File: src/rtl/sw_mon_pkg.sv
package sw_mon_pkg;
  typedef enum logic [2:0] {
    RX_IDLE, RX_START, RX_DATA, RX_STOP, RX_WAIT
  } rx_state_e;

  typedef enum logic [1:0] {
    TX_IDLE, TX_HOLD, TX_SEND
  } tx_state_e;
endpackage

File: src/rtl/sw_mon_rx.sv
module sw_mon_rx
  import sw_mon_pkg::*;
#(
  parameter int BIT_CLKS = 254,
  parameter int DATA_W   = 8
) (
  input  logic              clk_i,
  input  logic              rst_ni,
  input  logic              en_i,
  input  logic              line_i,
  output logic              valid_o,
  output logic [DATA_W-1:0] data_o,
  output logic              err_o,
  output logic              brk_o
);
  localparam int CNT_W = $clog2(BIT_CLKS);
  localparam int IDX_W = $clog2(DATA_W);
  localparam logic [CNT_W-1:0] BIT_LAST  = CNT_W'(BIT_CLKS - 1);
  localparam logic [CNT_W-1:0] HALF_LAST = CNT_W'(BIT_CLKS / 2 - 1);
  localparam logic [IDX_W-1:0] IDX_LAST  = IDX_W'(DATA_W - 1);

  rx_state_e         state_q;
  logic [1:0]        sync_q;
  logic              rx_s;
  logic [CNT_W-1:0]  cnt_q;
  logic [IDX_W-1:0]  idx_q;
  logic [DATA_W-1:0] sh_q;

  assign rx_s = sync_q[1];

  always_ff @(posedge clk_i or negedge rst_ni) begin
    if (!rst_ni) sync_q <= 2'b11;
    else         sync_q <= {sync_q[0], line_i};
  end

  always_ff @(posedge clk_i or negedge rst_ni) begin
    if (!rst_ni) begin
      state_q <= RX_IDLE;
      cnt_q   <= '0;
      idx_q   <= '0;
      sh_q    <= '0;
      data_o  <= '0;
      valid_o <= 1'b0;
      err_o   <= 1'b0;
      brk_o   <= 1'b0;
    end else begin
      valid_o <= 1'b0;
      err_o   <= 1'b0;
      brk_o   <= 1'b0;
      if (!en_i) begin
        // own output on the pin: wait for a released high line afterwards
        state_q <= RX_WAIT;
      end else begin
        unique case (state_q)
          RX_IDLE: begin
            cnt_q <= '0;
            if (!rx_s) state_q <= RX_START;
          end
          RX_START: begin
            if (cnt_q == HALF_LAST) begin
              cnt_q   <= '0;
              idx_q   <= '0;
              state_q <= rx_s ? RX_IDLE : RX_DATA;
            end else cnt_q <= cnt_q + 1'b1;
          end
          RX_DATA: begin
            if (cnt_q == BIT_LAST) begin
              cnt_q <= '0;
              sh_q  <= {rx_s, sh_q[DATA_W-1:1]};
              if (idx_q == IDX_LAST) state_q <= RX_STOP;
              else                   idx_q   <= idx_q + 1'b1;
            end else cnt_q <= cnt_q + 1'b1;
          end
          RX_STOP: begin
            if (cnt_q == BIT_LAST) begin
              cnt_q <= '0;
              if (rx_s) begin
                valid_o <= 1'b1;
                data_o  <= sh_q;
                state_q <= RX_IDLE;
              end else begin
                if (sh_q == '0) brk_o <= 1'b1;
                else            err_o <= 1'b1;
                state_q <= RX_WAIT;
              end
            end else cnt_q <= cnt_q + 1'b1;
          end
          RX_WAIT: begin
            cnt_q <= '0;
            if (rx_s) state_q <= RX_IDLE;
          end
          default: state_q <= RX_IDLE;
        endcase
      end
    end
  end
endmodule

File: src/rtl/sw_mon_tx.sv
module sw_mon_tx
  import sw_mon_pkg::*;
#(
  parameter int BIT_CLKS = 254,
  parameter int DATA_W   = 8
) (
  input  logic              clk_i,
  input  logic              rst_ni,
  input  logic              req_i,
  input  logic [DATA_W-1:0] data_i,
  input  logic              brk_i,
  output logic              busy_o,
  output logic              oe_o,
  output logic              out_o
);
  localparam int FRAME_BITS = DATA_W + 2;
  localparam int HOLD_CLKS  = 2 * BIT_CLKS;
  localparam int CNT_W      = $clog2(HOLD_CLKS);
  localparam int BIDX_W     = $clog2(FRAME_BITS);
  localparam logic [CNT_W-1:0]  BIT_LAST  = CNT_W'(BIT_CLKS - 1);
  localparam logic [CNT_W-1:0]  HOLD_LAST = CNT_W'(HOLD_CLKS - 1);
  localparam logic [BIDX_W-1:0] BIDX_LAST = BIDX_W'(FRAME_BITS - 1);

  tx_state_e             state_q;
  logic [CNT_W-1:0]      cnt_q;
  logic [BIDX_W-1:0]     bidx_q;
  logic [FRAME_BITS-1:0] sh_q;

  always_ff @(posedge clk_i or negedge rst_ni) begin
    if (!rst_ni) begin
      state_q <= TX_IDLE;
      cnt_q   <= '0;
      bidx_q  <= '0;
      sh_q    <= '1;
    end else begin
      unique case (state_q)
        TX_IDLE: begin
          cnt_q  <= '0;
          bidx_q <= '0;
          if (brk_i) begin
            state_q <= TX_HOLD;
            sh_q    <= '0;             // echo: ten zero bits
          end else if (req_i) begin
            state_q <= TX_SEND;
            sh_q    <= {1'b1, data_i, 1'b0};
          end
        end
        TX_HOLD: begin
          if (cnt_q == HOLD_LAST) begin
            cnt_q   <= '0;
            state_q <= TX_SEND;
          end else cnt_q <= cnt_q + 1'b1;
        end
        TX_SEND: begin
          if (cnt_q == BIT_LAST) begin
            cnt_q <= '0;
            sh_q  <= {1'b0, sh_q[FRAME_BITS-1:1]};
            if (bidx_q == BIDX_LAST) state_q <= TX_IDLE;
            else                     bidx_q  <= bidx_q + 1'b1;
          end else cnt_q <= cnt_q + 1'b1;
        end
        default: state_q <= TX_IDLE;
      endcase
    end
  end

  assign busy_o = (state_q != TX_IDLE);
  assign oe_o   = (state_q != TX_IDLE);
  assign out_o  = (state_q == TX_SEND) ? sh_q[0] : 1'b1;
endmodule

File: src/rtl/sw_mon_port.sv
module sw_mon_port #(
  parameter int BIT_CLKS = 254,
  parameter int DATA_W   = 8
) (
  input  logic              clk_i,
  input  logic              rst_ni,
  input  logic              line_i,
  output logic              line_oe_o,
  output logic              line_o,
  output logic              rx_valid_o,
  output logic [DATA_W-1:0] rx_data_o,
  output logic              rx_err_o,
  output logic              brk_det_o,
  input  logic              tx_req_i,
  input  logic [DATA_W-1:0] tx_data_i,
  output logic              tx_busy_o
);
  logic tx_busy;
  logic brk;

  sw_mon_rx #(.BIT_CLKS(BIT_CLKS), .DATA_W(DATA_W)) u_rx (
    .clk_i   (clk_i),
    .rst_ni  (rst_ni),
    .en_i    (!tx_busy),
    .line_i  (line_i),
    .valid_o (rx_valid_o),
    .data_o  (rx_data_o),
    .err_o   (rx_err_o),
    .brk_o   (brk)
  );

  sw_mon_tx #(.BIT_CLKS(BIT_CLKS), .DATA_W(DATA_W)) u_tx (
    .clk_i  (clk_i),
    .rst_ni (rst_ni),
    .req_i  (tx_req_i),
    .data_i (tx_data_i),
    .brk_i  (brk),
    .busy_o (tx_busy),
    .oe_o   (line_oe_o),
    .out_o  (line_o)
  );

  assign brk_det_o = brk;
  assign tx_busy_o = tx_busy;
endmodule

File: config.mk
export PLATFORM = sky130hd
export DESIGN_NAME = sw_mon_port
export DESIGN_NICKNAME = d
export VERILOG_FILES = /design/src/rtl/sw_mon_pkg.sv /design/src/rtl/sw_mon_rx.sv /design/src/rtl/sw_mon_tx.sv /design/src/rtl/sw_mon_port.sv
export SDC_FILE = /design/constraint.sdc
export NUM_CORES = 1
export LEC_CHECK = 0
export ABC_CLOCK_PERIOD_IN_PS = 4200
export BUFFER_PORTS_ARGS = -buffer_cell sky130_fd_sc_hd__buf_2
export CORE_ASPECT_RATIO = 1.5
export CORE_MARGIN = 2
export CORE_UTILIZATION = 55
export CTS_BUF_LIST = sky130_fd_sc_hd__clkbuf_2
export DETAILED_ROUTE_END_ITERATION = 8
export GPL_TIMING_DRIVEN = 0
export PLACE_DENSITY = 0.74
export SLEW_MARGIN = 30
export SYNTH_ARGS = -nofsm -noshare
export SYNTH_HDL_FRONTEND = slang
export SYNTH_SLANG_ARGS = --single-unit
File: constraint.sdc
create_clock -name clk_i -period 4.2 [get_ports clk_i]
set_input_delay 0.21 -clock clk_i [delete_from_list [all_inputs] [get_ports clk_i]]
set_output_delay 0.21 -clock clk_i [all_outputs]
set_load 0.01 [all_outputs]
==> results of run 1 <==
## cell families after synthesis
family | after synthesis | synth area share, %
multiplexers | 29 | 10.16
flip-flops | 60 | 47.90
AND/OR/NAND/NOR | 96 | 17.91
AO/OA/AOI/OAI | 60 | 13.48
adder cells (fa/ha/maj) | 13 | 5.138
XOR/XNOR | 7 | 1.937
buffers and inverters | 26 | 3.478
## how the worst min path moves through the flow
| stage | from | endpoint | depth (start not counted) |
|---|---|---|---|
| CTS | tx_data_i[3] | u_tx.sh_q[4] | 3 |
| finish | tx_data_i[3] | u_tx.sh_q[4] | 3 |
| global placement | line_i | u_rx.sync_q[0] | 1 |
| global route | tx_data_i[1] | u_tx.sh_q[2] | 3 |
| detailed placement | rst_ni | u_tx.cnt_q[0] | 1 |
| floorplan | rst_ni | u_rx.brk_o | 0 |
## worst register-to-register path: stages, from the launching register on
cell      delay (ns)
dfrtp_1         0.45
inv_1           0.11
ha_1            0.31
clkinv_1        0.39
nor3_1          0.43
or3_1           0.15
buf_2           0.23
mux2_2          0.37
## flip-flops by register name, indices dropped and copies added (netlist names), 3 cells and up
signal / count
u_tx.cnt_q: 9
u_rx.idx_q: 3
u_rx.data_o: 8
u_rx.state_q: 3
u_tx.sh_q: 10
u_rx.cnt_q: 8
u_tx.bidx_q: 4
u_rx.sh_q: 8
## area by class of cell
cell class	instances	area (µm²)	share of cell area (%)
Multi-Input combinational cell	205	1539	43.42
Timing Repair Buffer	27	147.6	4.165
Sequential cell	60	1516	42.78
Clock buffer	9	45.04	1.271
Inverter	14	52.55	1.483
Buffer	12	57.56	1.624
Clock inverter	7	98.84	2.789
Tap cell	70	87.58	2.471
## metrics by stage
step           hold slack (ns)  cells  util [%]  instance area (µm²)
2_1_floorplan         -0.08559    291         -                 3166
3_3_place_gp            0.3152    386     61.06                 3378
3_5_place_dp            0.3169    386     61.10                 3381
4_1_cts                0.02812    404     64.07                 3545
5_1_grt                0.01944    404     64.07                 3545
6_report               0.06823    404     64.07                 3545
## Yosys cell counts, drive strengths merged (7+ instances only)
library cell	number
nand2	24
dfrtp	48
nand3	9
nor2	11
dfstp	12
o21a	9
clkbuf	9
ha	13
nor3	8
a21oi	11
mux2	25
o21ai	8
a22o	7
inv	13
## routing by layer
metal  vias up  global-route usage, %  wire length [µm]  share of wire [%]
met3        10                  6.163               193                3.1
li1       1145                      -                 -                  -
met4         0                  7.849                89                1.4
met1      1167                  24.50              2596                 42
met5         -                      0                 0                  0
met2        40                  37.14              3340                 54
## power by group through the flow
stage	sequential [W]	clock, W	combinational, W
2_1_floorplan	0.000731	0	0.000386
5_1_grt	0.000746	0.000470	0.000574
4_1_cts	0.000736	0.000442	0.000512
6_report	0.000736	0.000431	0.000508
3_5_place_dp	0.000747	0	0.000509
3_3_place_gp	0.000742	0	0.000499
==> results.toml, run 1 <==
[worst_setup_path]
critical_path_buf_inv_count = 3
reg2reg_from = "u_tx.state_q[1]"
path_depth = 7
crit_chain = "inv_1 -> ha_1 -> clkinv_1 -> nor3_1 -> or3_1 -> buf_2 -> mux2_2"
cpLargestDelayFamily = "buffers and inverters"
cp-start-kind = "flip-flop"
worstSetupPathType = "reg -> reg"
cp-endpoint = "u_tx.sh_q[3]"
end_kind = "flip-flop"
cp_slowest_stage_delay_ns = 0.45
crit_start = "u_tx.state_q[1]"
reg2reg_slack_ns = 1.70
crit_arrival_ns = 2.93
slowest_stage = "dfrtp_1"
reg2reg_depth = 7
critPathMaxFanout = 10
regToRegEndpoint = "u_tx.sh_q[3]"
cp_data_required_time_ns = 4.62

[clock_tree]
cts_inserted_buffers = 9
cts_tree = "done"
post_cts_resize_count = 0
clk_pin_slew_ns = 0.19
h-tree-depth = 3
cts.path.max_buffers = 2
post-cts-setup-buffer-count = 0
ctsHoldBuffers = 2
clockRootBuffer = "clkbuf_2"
cts_sinks = 60
worstSkewPairLatency_ns = 0.48

[grt]
overflow = 0
grt_antenna_before_repair = 0
grt_max_degree = 61
grt_pass1_vias = 2402
grt_usage_pct = 21.43
grt_pass1_wl_mm = 10.66

[sta]
timing.final.ws_setup_ns = 1.699
skew_ns = 0.01781
fin_setup_tns_ns = 0
worst_slew_pin_slew_ns = 0.7333
hold_violations = 0
min_period_over_period_pct = 59.55
setup_viol = 0
slew_violations = 0
fin_crit_ns = 2.501
relSlewSlack_pct = 51.11
max_freq_ghz = 0.3998
rsz0062_at_grt = "false"

[pwr]
p_leak_nw = 1.623
combPwrFrac_pct = 30.3
internal_power_w = 0.001103
max-vdd-ir-drop_mv = 0.3063
p_switching_w = 0.0005730
power_density_mw_per_mm2 = 472.7
pwr-share-clk_pct = 25.7
switching_share_pct = 34.20
p_seq_share_pct = 43.9
finalPower_w = 0.001676

[logic_synthesis]
synth_top_area_share_pct = 37.94
synth_fp_nets = 316
async_flop_share_pct = 100.0
ys_warn_count = 0
ys_seq_area_share_pct = 47.91
synth.area.top_cells = "dfrtp_1 38%, dfstp_2 10%, mux2_2 8.9%"
ys_ff_latch = 60
avgSynthCellArea_um2 = 10.88
synth_edf_count = 0
syn_area_mm2 = 0.003166
ys.flop_type = "dfrtp_1"
synthDistinctLibCells = 56
synth_top_cell_by_area = "dfrtp_1"
syn_inst = 291

[hold_path]
worstHoldPathType = "in -> reg"

[layout]
num-fill-cells = 459
fin_nets = 354
antennaDiodeCount = 0
final_common_cell = "dfrtp_1"
final_cell_mix = "48 x dfrtp_1, 25 x buf_2, 25 x mux2_2, 23 x nand2_1"
drive_gt1_share_pct = 26.35
area_growth_syn_to_layout_pct = 11.98

[floorplan]
io_pins = 26
start_util_pct = 57.21
die_y_um = 96.92
die_w_um = 65.95
rows = 33
die_area_mm2 = 0.006391
coreArea_mm2 = 0.005533

[drt]
dr.pass1.iters = 4
ant_nets = 0
routed_wl_mm = 6.219
vias = 2362
via_per_inst = 5.847
routedWlPerCell_um = 15.39
drtIter0Drc = 128
drc = 0

[placement]
gp_congestion = 0.8332
dp_hpwl_mm = 4.413
port_buffers = 25
dp_slack_ns = 1.764

[outcome]
status = "completed"

[run]
cap_violations = 0
Power figures use the tool's default switching activity.
==> inputs of run 2 (changes only) <==
- ABC_CLOCK_PERIOD_IN_PS: 4200 -> 2100
- PLACE_DENSITY: 0.74 -> 0.77
- clock period: 4.2 -> 2.1 ns (I/O delays scaled with it)
==> run 2 against run 1 <==
Compared with the run above: sequential cell count unchanged; largest cell class unchanged; power increased by 100%; final cell count increased by 2.5%; maximum frequency increased by 23%; via count increased by 1.6%; critical path depth unchanged; clock power increased by 68%.
==> results.toml, run 2 (same netlist as run 1, synthesis figures left out) <==
[drt]
via_per_inst = 5.797
routed_wl_mm = 6.301
routedWlPerCell_um = 15.22
drtIter0Drc = 168
vias = 2400
drc = 0
ant_nets = 0
dr.pass1.iters = 4

[pwr]
p_leak_nw = 1.670
internal_power_w = 0.002184
power_density_mw_per_mm2 = 913.4
p_seq_share_pct = 43.6
max-vdd-ir-drop_mv = 0.8940
p_switching_w = 0.001178
combPwrFrac_pct = 34.9
pwr-share-clk_pct = 21.5
switching_share_pct = 35.04

[worst_setup_path]
cp_data_required_time_ns = 2.46
end_kind = "flip-flop"
reg2reg_slack_ns = 0.06
cp-start-kind = "flip-flop"
worstSetupPathType = "reg -> reg"
crit_start = "u_rx.cnt_q[1]"
crit_arrival_ns = 2.40
reg2reg_from = "u_rx.cnt_q[1]"
regToRegEndpoint = "u_rx.data_o[7]"
critPathMaxFanout = 8
reg2reg_depth = 7

[layout]
final_common_cell = "dfrtp_1"
drive_gt1_share_pct = 30.23
regMostFlops = "u_tx.sh_q"
final_cell_count_no_fill = 414
final_cell_mix = "47 x dfrtp_1, 25 x mux2_2, 24 x buf_2, 22 x nand2_1, 13 x inv_1"
num-fill-cells = 443
finalInstanceArea_mm2 = 0.003681
top_regs = "u_tx.sh_q x10, u_tx.cnt_q x9"
area_growth_syn_to_layout_pct = 16.28
largest_reg_flops = 10
fin_nets = 364
antennaDiodeCount = 0

[clock_tree]
cts_inserted_buffers = 9
worstSkewPairLatency_ns = 0.48
cts.path.max_buffers = 2
clk_pin_slew_ns = 0.18
cts_tree = "done"
clockRootBuffer = "clkbuf_2"
cts_sinks = 60
h-tree-depth = 3

[grt]
grt_max_degree = 61
grt_pass1_wl_mm = 10.95
grt_antenna_before_repair = 0
grt_usage_pct = 21.81
overflow = 0
grt_pass1_vias = 2395

[sta]
skew_ns = 0.02506
fin_crit_ns = 2.040
min_period_over_period_pct = 97.14
hold_ws_ns = 0.04784
max_freq_ghz = 0.4902
slew_violations = 0
relSlewSlack_pct = 51.16
rsz0062_at_grt = "false"
fin_setup_tns_ns = 0
hold_violations = 0
worst_slew_pin_slew_ns = 0.7327
setup_viol = 0

[placement]
numPlacedInstances = 386
placed_cell_area_mm2 = 0.003381
dp_hpwl_mm = 4.212
port_buffers = 25
gp_congestion = 0.8325

[run]
cap_violations = 0

[floorplan]
die_area_mm2 = 0.006391
rows = 33
die_w_um = 65.95
die_y_um = 96.92
coreArea_mm2 = 0.005533
start_util_pct = 57.21
io_pins = 26

[hold_path]
hold_start = "tx_data_i[7]"
timing.hold.worst_path_depth = 4
worstHoldPathType = "in -> reg"
hold_end = "u_tx.sh_q[8]"

[outcome]
status = "completed"
==> run 2: cell types whose count changed in the layout (fill, tap and decap cells not counted), sizes merged <==
cell	change
inv	-1
buf	+5
dlygate4sd3	+7
bufinv	-1
clkinvlp	+2
clkbuf	-2
==> run 2: layer usage <==
layer  global-route usage (%)  wire length (µm)  vias to the layer above
li1                         -                 -                     1167
met1                    25.97              2673                     1181
met2                    37.76              3346                       40
met3                    3.372               160                       12
met4                    9.890               121                        0
met5                        0                 0                        -
==> run 2: power groups by stage <==
stage | Combinational (W) | Sequential (W) | Clock, W
after global routing | 0.00129 | 0.00148 | 0.000802
after global placement | 0.00100 | 0.00148 | 0
after floorplan | 0.000773 | 0.00146 | 0
after CTS | 0.00110 | 0.00146 | 0.000749
final | 0.00117 | 0.00147 | 0.000724
after detailed placement | 0.00103 | 0.00149 | 0
==> run 2: timing repair <==
action,in CTS,in global routing
setup buffers,4,2
hold buffers,9,0
resized for setup,8,9
pin swaps,3,1
endpoints found under the setup margin,38,23
hold endpoints to repair,56,0
==> run 2: critical path, stage by stage, from the launching register on <==
cell and delay [ns]:
dfrtp_1 0.42, inv_1 0.06, ha_2 0.19, nand2_2 0.07
or3_4 0.40, nor4_4 0.28, buf_6 0.18, mux2_2 0.33
==> run 2: per-stage QoR <==
step                worst slack [ns]  power [W]  util (%)
finish                       0.06016   0.003362     66.53
global route                0.003383   0.003578     66.53
CTS                          0.03195   0.003309     66.01
detailed placement           -0.3200   0.002523     61.10
global placement             -0.2413   0.002483     61.06
floorplan                    0.06015   0.002234         -
==> run 2: area by class of cell <==
type	count	area [µm²]	area share (%)
repair buffers	40	279.0	7.580
inverters	14	57.56	1.564
clock buffers	9	45.04	1.224
multi-input cells	205	1573	42.73
well taps	70	87.58	2.379
flip-flops and latches	60	1518	41.23
clock inverters	7	75.07	2.039
plain buffers	9	46.29	1.258
==> run 2: worst max-delay path by stage <==
stage	endpoint	cells past startpoint
after global placement	u_tx.sh_q[7]	7
after detailed placement	u_tx.sh_q[6]	7
after CTS	u_tx.sh_q[6]	7
after global routing	u_rx.data_o[7]	7
after floorplan	u_rx.data_o[0]	7
final	u_rx.data_o[7]	7
==> inputs of run 3 (changes only) <==
- CTS_BUF_LIST: sky130_fd_sc_hd__clkbuf_2 -> sky130_fd_sc_hd__clkbuf_8
==> run 3 against run 2 <==
Compared with the run above: final area is 0.48% higher; worst hold slack better by 0.062 ns; largest cell class unchanged; clock power is 42% higher; largest power group unchanged; utilization is 0.32 points higher; register-to-register slack hardly changed; critical path type unchanged.
==> results.toml, run 3 (same netlist as run 1, synthesis figures left out) <==
[outcome]
status = "completed"

[sta]
rsz0062_at_grt = "true"
relSlewSlack_pct = 51.03
min_period_over_period_pct = 97.57
fin_crit_ns = 2.049
skew_ns = 0.008037
worst_slew_pin_slew_ns = 0.7345
max_freq_ghz = 0.4880
slew_violations = 0
hold_violations = 0
setup_viol = 0

[layout]
final_common_cell = "dfrtp_1"
finalInstanceArea_mm2 = 0.003699
num-fill-cells = 440
regMostFlops = "u_tx.sh_q"
top_regs = "u_tx.sh_q x10, u_tx.cnt_q x9"
final_cell_count_no_fill = 408
area_growth_syn_to_layout_pct = 16.84
drive_gt1_share_pct = 30.47
antennaDiodeCount = 0
final_cell_mix = "48 x dfrtp_1, 24 x mux2_2, 24 x buf_2, 22 x nand2_1, 13 x inv_1"
largest_reg_flops = 10
fin_nets = 358

[grt]
grt_usage_pct = 21.49
grt_pass1_wl_mm = 10.72
grt_antenna_before_repair = 0
overflow = 0
grt_max_degree = 61
grt_pass1_vias = 2392

[clock_tree]
clk_pin_slew_ns = 0.07
cts_tree = "done"
h-tree-depth = 3
cts_sinks = 60
worstSkewPairLatency_ns = 0.34
clockRootBuffer = "clkbuf_8"
cts_inserted_buffers = 9
cts.path.max_buffers = 2

[placement]
placed_cell_area_mm2 = 0.003381
gp_congestion = 0.8325
port_buffers = 25
numPlacedInstances = 386
dp_hpwl_mm = 4.212

[floorplan]
coreArea_mm2 = 0.005533
rows = 33
start_util_pct = 57.21
io_pins = 26
die_y_um = 96.92
die_area_mm2 = 0.006391
die_w_um = 65.95

[pwr]
p_leak_nw = 1.672
combPwrFrac_pct = 31.5
power_density_mw_per_mm2 = 983.4
switching_share_pct = 32.93
p_seq_share_pct = 40.3
pwr-share-clk_pct = 28.3
internal_power_w = 0.002439
max-vdd-ir-drop_mv = 0.8241
p_switching_w = 0.001198

[worst_setup_path]
worstSetupPathType = "reg -> reg"
crit_chain = "inv_1 -> ha_2 -> nand2_2 -> or3_4 -> buf_6 -> nor3_4 -> buf_12 -> mux2_2"
crit_arrival_ns = 2.28
slowest_stage = "or3_4"
cpLargestDelayFamily = "simple AND/OR/NAND/NOR gates"
cp-start-kind = "flip-flop"
cp_slowest_stage_delay_ns = 0.39
critPathMaxFanout = 8
end_kind = "flip-flop"
cp_data_required_time_ns = 2.33
critical_path_buf_inv_count = 3

[drt]
drc = 0
vias = 2403
routed_wl_mm = 6.164
ant_nets = 0
dr.pass1.iters = 4
routedWlPerCell_um = 15.11
via_per_inst = 5.890
drtIter0Drc = 128

[run]
cap_violations = 0

[hold_path]
worstHoldPathType = "in -> reg"
[run 3: cell types whose count changed in the layout (fill, tap and decap cells not counted), sizes merged]
cell,change
buf,+1
dlygate4sd3,-7
[run 3: per-layer routing]
| metal | global-route usage, % | vias to the layer above | share of wire (%) |
|---|---|---|---|
| met3 | 5.000 | 21 | 3.7 |
| li1 | - | 1153 | - |
| met2 | 37.61 | 58 | 52 |
| met5 | 0 | - | 0 |
| met4 | 10.36 | 0 | 2.8 |
| met1 | 23.78 | 1171 | 41 |
[run 3: repair_timing]
action | CTS | global route
setup endpoints to repair | 33 | 25
pin swaps | 2 | 2
gates resized for setup | 7 | 8
hold endpoints to repair | 49 | 0
hold buffers | 2 | 0
setup buffers | 4 | 2
[run 3: worst min-delay path, cell delays in order]
cell and delay, ns:
buf_2 0.07, a22o_1 0.11, mux2_2 0.13
[run 3: path summary, 6_finish.rpt]
path	to	depth (start not counted)	slack (ns)	startpoint
worst min register to register	u_rx.sync_q[1]	0	0.36	u_rx.sync_q[0]
min in group asynchronous	u_tx.cnt_q[2]	2	0.36	rst_ni
max in group asynchronous	u_rx.cnt_q[0]	2	1.25	rst_ni
worst max register to register	u_rx.sh_q[1]	8	0.05	u_rx.cnt_q[1]
worst max-delay path	u_rx.sh_q[1]	8	0.05	u_rx.cnt_q[1]
worst min-delay path	u_tx.sh_q[3]	3	0.11	tx_data_i[2]
[run 3: cell type report]
type / count / area (µm²) / area share [%]
well taps: 70 / 87.58 / 2.368
flip-flops and latches: 60 / 1516 / 41.00
inverters: 14 / 57.56 / 1.556
multi-input cells: 205 / 1577 / 42.63
repair buffers: 33 / 209.0 / 5.650
plain buffers: 10 / 52.55 / 1.421
clock inverters: 7 / 75.07 / 2.030
clock buffers: 9 / 123.9 / 3.349
[run 3: stage by stage]
step / setup TNS, ns / hold WS [ns] / utilization, % / power [W] / setup slack [ns]
floorplan: 0 / -0.1906 / - / 0.002234 / 0.06015
global placement: -4.479 / 0.2107 / 61.06 / 0.002483 / -0.2413
detailed placement: -6.067 / 0.2116 / 61.10 / 0.002523 / -0.3200
CTS: 0 / 0.08955 / 66.15 / 0.003608 / 0.001324
global route: -0.02538 / 0.1009 / 66.85 / 0.003870 / -0.008220
finish: 0 / 0.1097 / 66.85 / 0.003637 / 0.05094
[run 3: power groups by stage]
stage	clock, W	sequential [W]	combinational [W]
after floorplan	0	0.00146	0.000773
after global placement	0	0.00148	0.00100
after detailed placement	0	0.00149	0.00103
after CTS	0.00106	0.00146	0.00108
after global routing	0.00112	0.00148	0.00127
final	0.00103	0.00146	0.00114
